--- config.mk ---
export PLATFORM = sky130hd
export DESIGN_NAME = sdram_rfsh_sched
export DESIGN_NICKNAME = d
export VERILOG_FILES = /design/src/rtl/rfsh_pkg.sv /design/src/rtl/rfsh_interval_timer.sv /design/src/rtl/rfsh_bank_picker.sv /design/src/rtl/rfsh_cmd_drive.sv /design/src/rtl/sdram_rfsh_sched.sv
export SDC_FILE = /design/constraint.sdc
export NUM_CORES = 1
export LEC_CHECK = 0
export ABC_AREA = 1
export BUFFER_PORTS_ARGS = -buffer_cell sky130_fd_sc_hd__buf_2
export CORE_MARGIN = 2
export CORE_UTILIZATION = 50
export DETAILED_ROUTE_END_ITERATION = 16
export PLACE_DENSITY_LB_ADDON = 0.05
export SYNTH_ARGS = -nofsm -noshare
export SYNTH_HDL_FRONTEND = slang
export SYNTH_SLANG_ARGS = --single-unit
--- constraint.sdc ---
create_clock -name clk -period 1.75 [get_ports clk]
set_input_delay 0.35 -clock clk [delete_from_list [all_inputs] [get_ports clk]]
set_output_delay 0.35 -clock clk [all_outputs]
set_load 0.005 [all_outputs]
--- src/rtl/rfsh_pkg.sv ---
package rfsh_pkg;
  typedef enum logic [1:0] {
    ST_IDLE = 2'd0,
    ST_REQ  = 2'd1,
    ST_CMD  = 2'd2,
    ST_WAIT = 2'd3
  } rfsh_state_t;
endpackage

--- src/rtl/rfsh_interval_timer.sv ---
module rfsh_interval_timer #(
  parameter int INTV_W = 16
) (
  input  logic              clk,
  input  logic              rst_n,
  input  logic              run,
  input  logic [INTV_W-1:0] reload,
  output logic              tick
);
  logic [INTV_W-1:0] cnt_q, cnt_d;
  logic              cnt_zero;

  assign cnt_zero = (cnt_q == '0);
  assign tick     = run && cnt_zero;

  always_comb begin
    cnt_d = cnt_q;
    if (!run || cnt_zero) cnt_d = reload;
    else                  cnt_d = cnt_q - 1'b1;
  end

  always_ff @(posedge clk or negedge rst_n) begin
    if (!rst_n) cnt_q <= '0;
    else        cnt_q <= cnt_d;
  end


  tick_spacing_chk: assert property (@(posedge clk) disable iff (!rst_n)
    (tick && reload != '0) |=> !tick);
endmodule

--- src/rtl/rfsh_bank_picker.sv ---
module rfsh_bank_picker #(
  parameter int NUM_BANKS = 4,
  parameter int BANK_W    = 2
) (
  input  logic [NUM_BANKS-1:0] mask,
  input  logic [BANK_W:0]      start,
  output logic                 found,
  output logic [BANK_W-1:0]    idx
);
  always_comb begin
    found = 1'b0;
    idx   = '0;
    for (int i = NUM_BANKS - 1; i >= 0; i--) begin
      if (mask[i] && (i >= int'(start))) begin
        found = 1'b1;
        idx   = BANK_W'(i);
      end
    end
  end
endmodule

--- src/rtl/rfsh_cmd_drive.sv ---
module rfsh_cmd_drive #(
  parameter int NUM_BANKS = 4,
  parameter int BANK_W    = 2
) (
  input  logic                 fire,
  input  logic [BANK_W-1:0]    bank,
  output logic [NUM_BANKS-1:0] cs_n,
  output logic                 ras_n,
  output logic                 cas_n,
  output logic                 we_n
);
  for (genvar b = 0; b < NUM_BANKS; b++) begin : g_cs
    assign cs_n[b] = !(fire && (bank == BANK_W'(b)));
  end
  assign ras_n = !fire;
  assign cas_n = !fire;
  assign we_n  = 1'b1;
endmodule

--- src/rtl/sdram_rfsh_sched.sv ---
module sdram_rfsh_sched #(
  parameter int          NUM_BANKS   = 4,
  parameter int          INTV_W      = 16,
  parameter int          TRC_W       = 4,
  parameter int          MODE_W      = 3,
  parameter int unsigned MODE_NORMAL = 0
) (
  input  logic                 clk,
  input  logic                 rst_n,
  input  logic                 rfsh_en,
  input  logic [MODE_W-1:0]    op_mode,
  input  logic [NUM_BANKS-1:0] bank_en,
  input  logic [INTV_W-1:0]    intv_reload,
  input  logic [TRC_W-1:0]     trc_cycles,
  input  logic                 arb_gnt,
  output logic                 rfsh_req,
  output logic [NUM_BANKS-1:0] cs_n,
  output logic                 ras_n,
  output logic                 cas_n,
  output logic                 we_n
);
  import rfsh_pkg::*;

  localparam int BANK_W = (NUM_BANKS > 1) ? $clog2(NUM_BANKS) : 1;

  rfsh_state_t          state_q, state_d;
  logic [BANK_W-1:0]    bank_q, bank_d;
  logic [NUM_BANKS-1:0] mask_q, mask_d;
  logic [TRC_W-1:0]     trc_q, trc_d;
  logic                 pend_q, pend_d;

  logic                 active;
  logic                 tick;
  logic [NUM_BANKS-1:0] pick_mask;
  logic [BANK_W:0]      pick_start;
  logic                 pick_found;
  logic [BANK_W-1:0]    pick_idx;

  assign active = rfsh_en && (op_mode == MODE_W'(MODE_NORMAL));

  rfsh_interval_timer #(.INTV_W(INTV_W)) timer_i (
    .clk    (clk),
    .rst_n  (rst_n),
    .run    (active),
    .reload (intv_reload),
    .tick   (tick)
  );

  assign pick_mask  = (state_q == ST_REQ) ? bank_en : mask_q;
  assign pick_start = (state_q == ST_REQ) ? '0 : ({1'b0, bank_q} + 1'b1);

  rfsh_bank_picker #(.NUM_BANKS(NUM_BANKS), .BANK_W(BANK_W)) picker_i (
    .mask  (pick_mask),
    .start (pick_start),
    .found (pick_found),
    .idx   (pick_idx)
  );

  always_comb begin
    state_d = state_q;
    bank_d  = bank_q;
    mask_d  = mask_q;
    trc_d   = trc_q;
    pend_d  = pend_q;
    if (!active) begin
      state_d = ST_IDLE;
      pend_d  = 1'b0;
    end else begin
      unique case (state_q)
        ST_IDLE: begin
          if (tick || pend_q) begin
            state_d = ST_REQ;
            pend_d  = 1'b0;
          end
        end
        ST_REQ: begin
          if (tick) pend_d = 1'b1;
          if (arb_gnt) begin
            mask_d = bank_en;
            if (pick_found) begin
              state_d = ST_CMD;
              bank_d  = pick_idx;
            end else begin
              state_d = ST_IDLE;
            end
          end
        end
        ST_CMD: begin
          if (tick) pend_d = 1'b1;
          state_d = ST_WAIT;
          trc_d   = trc_cycles;
        end
        ST_WAIT: begin
          if (tick) pend_d = 1'b1;
          if (trc_q == '0) begin
            if (pick_found) begin
              state_d = ST_CMD;
              bank_d  = pick_idx;
            end else begin
              state_d = ST_IDLE;
            end
          end else begin
            trc_d = trc_q - 1'b1;
          end
        end
        default: state_d = ST_IDLE;
      endcase
    end
  end

  always_ff @(posedge clk or negedge rst_n) begin
    if (!rst_n) begin
      state_q <= ST_IDLE;
      bank_q  <= '0;
      mask_q  <= '0;
      trc_q   <= '0;
      pend_q  <= 1'b0;
    end else begin
      state_q <= state_d;
      bank_q  <= bank_d;
      mask_q  <= mask_d;
      trc_q   <= trc_d;
      pend_q  <= pend_d;
    end
  end

  assign rfsh_req = (state_q != ST_IDLE);

  rfsh_cmd_drive #(.NUM_BANKS(NUM_BANKS), .BANK_W(BANK_W)) drive_i (
    .fire  (state_q == ST_CMD),
    .bank  (bank_q),
    .cs_n  (cs_n),
    .ras_n (ras_n),
    .cas_n (cas_n),
    .we_n  (we_n)
  );


  single_cs_chk: assert property (@(posedge clk) disable iff (!rst_n)
    $onehot0(~cs_n));


  cmd_code_chk: assert property (@(posedge clk) disable iff (!rst_n)
    !(&cs_n) |-> (!ras_n && !cas_n && we_n));


  inactive_quiet_chk: assert property (@(posedge clk) disable iff (!rst_n)
    !active |=> (&cs_n && !rfsh_req));


  hold_req_chk: assert property (@(posedge clk) disable iff (!rst_n)
    (state_q == ST_REQ && !arb_gnt && active) |=> (rfsh_req && &cs_n));


  cmd_gap_chk: assert property (@(posedge clk) disable iff (!rst_n)
    (!(&cs_n) && active) |=> (&cs_n && rfsh_req));
endmodule

==> results of run 1 <==
registers in the layout (all words and copies together), names as in the netlist:
register and cells:
timer_i.cnt_q 16, mask_q 4, trc_q 4, bank_q 2, state_q 2, pend_q 1
stage by stage:
stage          hold WS [ns]  instances
2_1_floorplan       0.05441        270
3_3_place_gp         0.4313        352
3_5_place_dp         0.4234        352
4_1_cts              0.1148        360
5_1_grt              0.1479        360
6_report            0.08978        360
cell families (layout without fill, tap and decap cells):
group	Yosys count	after routing	synth area share (%)
AOI/OAI and AO/OA	25	25	8.171
xor gates and xnor gates	14	14	6.160
adders and majority gates	7	7	4.400
buffers and inverters	38	80	9.239
DFF	29	29	36.46
other	1	1	0.1884
and+or+nand+nor	156	156	35.39
cells in the final DEF, fill, tap and decap left out, types with 2 or more instances in the layout:
cell	count
dfrtp_1	28
ha_1	7
buf_2	37
a21oi_1	3
inv_2	3
o21ai_2	7
xnor2_1	11
nor2_2	4
nor2_8	2
nand2_2	15
nand4_1	2
nand3_1	20
xor2_1	3
nand2_1	84
o21ai_0	11
o211ai_1	2
inv_1	29
clkbuf_8	7
nor2_1	27
worst max-delay path by stage:
stage / start / cells after the start / end
floorplan: bank_q[0]$_DFFE_PN0P_ / 10 / bank_q[0]$_DFFE_PN0P_
global placement: timer_i.cnt_q[0]$_DFF_PN0_ / 11 / timer_i.cnt_q[10]$_DFF_PN0_
detailed placement: bank_q[0]$_DFFE_PN0P_ / 10 / bank_q[0]$_DFFE_PN0P_
CTS: state_q[1]$_DFFE_PN0P_ / 3 / rfsh_req
global route: timer_i.cnt_q[0]$_DFF_PN0_ / 11 / timer_i.cnt_q[15]$_DFF_PN0_
finish: bank_q[0]$_DFFE_PN0P_ / 10 / bank_q[0]$_DFFE_PN0P_
repair_timing:
item / in CTS / in global routing
endpoints found under the setup margin: 0 / 1
hold endpoints to repair: 0 / 0
gates resized for setup: 0 / 1
critical path, stage by stage (launching register included):
cell	delay (ns)
dfrtp_1	0.43
inv_1	0.10
ha_1	0.31
nor2_1	0.14
nand3_1	0.11
nand2_2	0.10
inv_2	0.04
nand2_2	0.06
nand2_2	0.05
nand3_1	0.07
nand2_1	0.06
metal layers:
layer | vias up | wire length (um) | GRT usage [%]
met5 | - | 0 | 0
met4 | 0 | 72 | 9.184
met3 | 7 | 196 | 4.054
met2 | 40 | 1776 | 31.93
met1 | 740 | 2009 | 26.71
li1 | 919 | - | -
cell type report:
| type | count | area, um^2 |
|---|---|---|
| Clock buffer | 7 | 96.34 |
| Clock inverter | 1 | 5.005 |
| Fill cell | 381 | 1435 |
| Tap cell | 48 | 60.06 |
| Multi-Input combinational cell | 203 | 1081 |
| Sequential cell | 29 | 726.9 |
| Inverter | 33 | 126.4 |
| Timing Repair Buffer | 39 | 212.7 |
where the power goes:
part | switching [mW] | total (mW) | internal (mW) | leakage, nW
clock | 0.261 | 0.616 | 0.355 | 0.0542
combinational | 0.115 | 0.203 | 0.0883 | 0.797
sequential | 0.0309 | 0.734 | 0.703 | 0.342
total | 0.407 | 1.55 | 1.15 | 1.19
==> impl_metrics.env, run 1 <==
export IMPL_outcome="finished clean"
export IMPL_wl_per_cell_um=11.26
export IMPL_synth_warnings=0
export IMPL_antenna_found_initial=0
export IMPL_async_reset_ff_share_pct=100.0
export IMPL_design_area_mm2=0.002308
export IMPL_root_buffer="clkbuf_8"
export IMPL_cts_max_path_buffers=2
export IMPL_path_clk_slew_ns=0.06
export IMPL_synth_edff_count=0
export IMPL_place_port_buffers=37
export IMPL_overflow=0
export IMPL_synthCells=270
export IMPL_yosysSeqAreaShare_pct=36.46
export IMPL_reg2reg_slack_ns=0.16
export IMPL_setup_tns_ns=0
export IMPL_hold_viol_final=0
export IMPL_maxSlewHeadroom_pct=56.19
export IMPL_worstMarginPinSlew_ns=0.6572
export IMPL_grt_max_degree=30
export IMPL_grt_pass1_vias=1540
export IMPL_p_total_mw=1.553
export IMPL_cts_buffers=5
export IMPL_cellLeakagePower_nw=1.193
export IMPL_yosysMostFrequentCell="nand2_1"
export IMPL_ys_ff_latch=29
export IMPL_setup_violations_final=0
export IMPL_grt_pass1_wl_um=6672
export IMPL_post_route_util_pct=61.66
export IMPL_maxSlewViolCount=0
export IMPL_worst_clock_skew_ns=0.003433
export IMPL_htreeDepth=2
export IMPL_start_util_pct=53.18
export IMPL_netlist_area_mm2=0.001991
export IMPL_synth_common_cells="nand2_1, dfrtp_1, inv_1"
export IMPL_cp_data_arrival_time_ns=1.77
export IMPL_cts_num_sinks=29
export IMPL_rr_startpoint="bank_q[0]$_DFFE_PN0P_"
export IMPL_final_nets=349
export IMPL_area_growth_pct=15.96
export IMPL_syn_area_per_cell_um2=7.373
export IMPL_clock_latency_ns=0.29
export IMPL_crit_fanout=5
export IMPL_worstSetupEndpointType="register"
export IMPL_worstSetupPathType="reg -> reg"
export IMPL_routed_wl_um=4054
export IMPL_finalCritPeriodShare_pct=91.08
export IMPL_synth_top_area_share_pct=36.46
export IMPL_worstReg2RegEnd="bank_q[0]$_DFFE_PN0P_"
export IMPL_drt_iter0_markers=95
export IMPL_grt_setup_unrepaired="false"
export IMPL_ir_worst_vdd_uv=473.0
export IMPL_place_gp_congestion=0.8398
export IMPL_drive_above_1_share_pct=26.28
export IMPL_fin_ws_ns=0.1561
export IMPL_synth_area_leader_cell="dfrtp_1"
export IMPL_syn_num_nets=308
export IMPL_postSynth_topFlopCell="dfrtp_1"
export IMPL_core_region_area_mm2=0.003744
export IMPL_yosysUniqueCellTypes=26
export IMPL_die_area_mm2=0.004502
export IMPL_cap_violations=0
export IMPL_vias_per_cell=4.739
export IMPL_max_freq_mhz=627.4
export IMPL_hp_class="in -> async"
export IMPL_io_pins=39
export IMPL_diodes=0
export IMPL_power_density_mw_per_mm2=672.8
export IMPL_dieHeight_um=67.10
export IMPL_rows=22
export IMPL_ys_top_cells_by_area="dfrtp_1, nand2_1, inv_1"
export IMPL_fin_crit_ns=1.594
export IMPL_dieWidth_um=67.10
export IMPL_place_hpwl_um=3121
export IMPL_crit_required_ns=1.93
export IMPL_vias=1706
export IMPL_grt_usage_pct=20.32
export IMPL_dp_slack_ns=0.1792
export IMPL_start_kind="register"
export IMPL_placed_area_mm2=0.002206
export IMPL_cts_tree="yes"
export IMPL_remaining_drc_errors=0
export IMPL_final_antenna_net_count=0
export IMPL_postCtsHoldBufs=0
export IMPL_worst_r2r_path_depth=10
export IMPL_first_pass_iters=4
export IMPL_post_cts_buffers=0
(Power assumes the default switching activity.)
==> inputs of run 2 (changes only) <==
ABC_AREA = 0   (was 1)
==> impl_metrics.env, run 2 <==
export IMPL_outcome="finished clean"
export IMPL_power_density_mw_per_mm2=607.9
export IMPL_fin_ws_ns=0.03711
export IMPL_cts_tree="yes"
export IMPL_cp_data_arrival_time_ns=1.97
export IMPL_p_total_mw=1.470
export IMPL_dp_cells=288
export IMPL_syn_num_nets=228
export IMPL_worstMarginPinSlew_ns=0.6558
export IMPL_crit_fanout=5
export IMPL_synth_common_cells="dfrtp_1, nor2_1, a21oi_1"
export IMPL_syn_area_per_cell_um2=9.233
export IMPL_netlist_area_mm2=0.001754
export IMPL_first_pass_iters=4
export IMPL_setup_tns_ns=0
export IMPL_cts_buffers=5
export IMPL_yosysMostFrequentCell="dfrtp_1"
export IMPL_postCtsHoldBufs=0
export IMPL_place_port_buffers=37
export IMPL_ir_worst_vdd_uv=430.2
export IMPL_start_util_pct=52.16
export IMPL_synth_warnings=0
export IMPL_start_kind="register"
export IMPL_maxSlewHeadroom_pct=56.28
export IMPL_io_pins=39
export IMPL_worstSetupPathType="reg -> reg"
export IMPL_root_buffer="clkbuf_4"
export IMPL_clock_latency_ns=0.33
export IMPL_placed_area_mm2=0.002150
export IMPL_routed_wl_um=3962
export IMPL_path_clk_slew_ns=0.10
export IMPL_hp_class="in -> async"
export IMPL_synth_area_leader_cell="dfrtp_1"
export IMPL_final_common_cell="buf_2"
export IMPL_vias=1560
export IMPL_largest_register="timer_i.cnt_q"
export IMPL_reg2reg_slack_ns=0.04
export IMPL_area_growth_pct=37.87
export IMPL_largestRegisters="timer_i.cnt_q: 16 flops, mask_q: 4 flops, trc_q: 4 flops"
export IMPL_wl_per_cell_um=12.99
export IMPL_grt_pass1_wl_um=6610
export IMPL_grt_pass1_vias=1517
export IMPL_grt_max_degree=30
export IMPL_cts_max_path_buffers=2
export IMPL_grt_setup_unrepaired="true"
export IMPL_hold_viol_final=0
export IMPL_remaining_drc_errors=0
export IMPL_crit_required_ns=2.01
export IMPL_final_nets=296
export IMPL_synth_top_area_share_pct=41.37
export IMPL_worstReg2RegEnd="timer_i.cnt_q[14]$_DFF_PN0_"
export IMPL_setup_violations_final=0
export IMPL_timing_hold_ws_ns=0.04014
export IMPL_design_area_mm2=0.002419
export IMPL_ys_ff_latch=29
export IMPL_cellLeakagePower_nw=1.038
export IMPL_worst_r2r_path_depth=6
export IMPL_drive_above_1_share_pct=40.54
export IMPL_overflow=0
export IMPL_finalCritPeriodShare_pct=97.88
export IMPL_synth_edff_count=0
export IMPL_place_hpwl_um=2709
export IMPL_dieWidth_um=63.23
export IMPL_core_region_area_mm2=0.003363
export IMPL_cts_num_sinks=29
export IMPL_dieHeight_um=63.23
export IMPL_final_antenna_net_count=0
export IMPL_yosysUniqueCellTypes=45
export IMPL_largest_reg_flops=16
export IMPL_maxSlewViolCount=0
export IMPL_ys_top_cells_by_area="dfrtp_1, nor2_1, a21oi_1"
export IMPL_layout_common_cells="buf_2, dfrtp_1, buf_4"
export IMPL_rows=21
export IMPL_rr_startpoint="timer_i.cnt_q[4]$_DFF_PN0_"
export IMPL_vias_per_cell=5.115
export IMPL_die_area_mm2=0.003998
export IMPL_max_freq_mhz=583.8
export IMPL_worstSetupEndpointType="register"
export IMPL_yosysSeqAreaShare_pct=41.37
export IMPL_post_route_util_pct=71.91
export IMPL_synthCells=190
export IMPL_worst_clock_skew_ns=0.009710
export IMPL_cap_violations=0
export IMPL_async_reset_ff_share_pct=100.0
export IMPL_postSynth_topFlopCell="dfrtp_1"
export IMPL_htreeDepth=2
export IMPL_place_gp_congestion=0.8935
export IMPL_antenna_found_initial=0
export IMPL_fin_crit_ns=1.713
export IMPL_diodes=0
export IMPL_grt_usage_pct=21.02
export IMPL_finalNonFillerCells=305
export IMPL_drt_iter0_markers=96
export IMPL_dp_slack_ns=-0.01780
## run 2: repair_timing
item,CTS,global route
cloned,0,1
resized for setup,3,20
pin swaps,5,7
setup endpoints to repair,9,26
buffers inserted,2,6
## run 2: critical path: stages, from the launching register on
cell and delay, ns:
dfrtp_1 0.44, nor4_4 0.25, buf_4 0.19, nand3_4 0.09, or3b_4 0.39, xor2_2 0.15, a21oi_2 0.13
## run 2: cell type report
cell class	count	area (um^2)
well taps	46	57.56
multi-input cells	142	1052
clock inverters	1	30.03
fillers	290	944.7
clock buffers	7	55.05
inverters	12	45.04
repair buffers	68	451.7
flip-flops and latches	29	726.9
## run 2: worst max-delay path by stage
stage                                    start                          end  depth (start not counted)
finish              timer_i.cnt_q[4]$_DFF_PN0_  timer_i.cnt_q[14]$_DFF_PN0_                          6
floorplan                bank_q[0]$_DFFE_PN0P_       state_q[1]$_DFFE_PN0P_                          7
global placement    timer_i.cnt_q[6]$_DFF_PN0_  timer_i.cnt_q[14]$_DFF_PN0_                          5
global route        timer_i.cnt_q[4]$_DFF_PN0_  timer_i.cnt_q[14]$_DFF_PN0_                          6
CTS                      bank_q[1]$_DFFE_PN0P_        bank_q[0]$_DFFE_PN0P_                          7
detailed placement                  op_mode[1]   timer_i.cnt_q[0]$_DFF_PN0_                          4
## run 2: layer usage
metal | wire (um) | vias to the layer above | part of all wire [%] | global-route usage, %
li1 | - | 791 | - | -
met1 | 1727 | 728 | 44 | 25.20
met2 | 2017 | 37 | 51 | 37.10
met3 | 170 | 4 | 4.3 | 4.643
met4 | 46 | 0 | 1.2 | 7.337
met5 | 0 | - | 0 | 0
## run 2: where the power goes
group,internal (mW),switching [mW]
Sequential,0.695,0.0274
Combinational,0.0856,0.0786
Clock,0.341,0.243
Total,1.12,0.349
## run 2: kinds of logic (layout without fill, tap and decap cells)
family / count (synthesis) / in the layout / share of synthesized area (%)
AND/OR/NAND/NOR: 78 / 78 / 24.82
AO/OA/AOI/OAI: 37 / 37 / 13.12
flip-flops: 29 / 29 / 41.37
buffers and inverters: 19 / 88 / 5.278
XOR/XNOR: 13 / 13 / 6.491
adder cells (fa/ha/maj): 7 / 7 / 4.993
multiplexers: 6 / 6 / 3.709
other: 1 / 1 / 0.2138
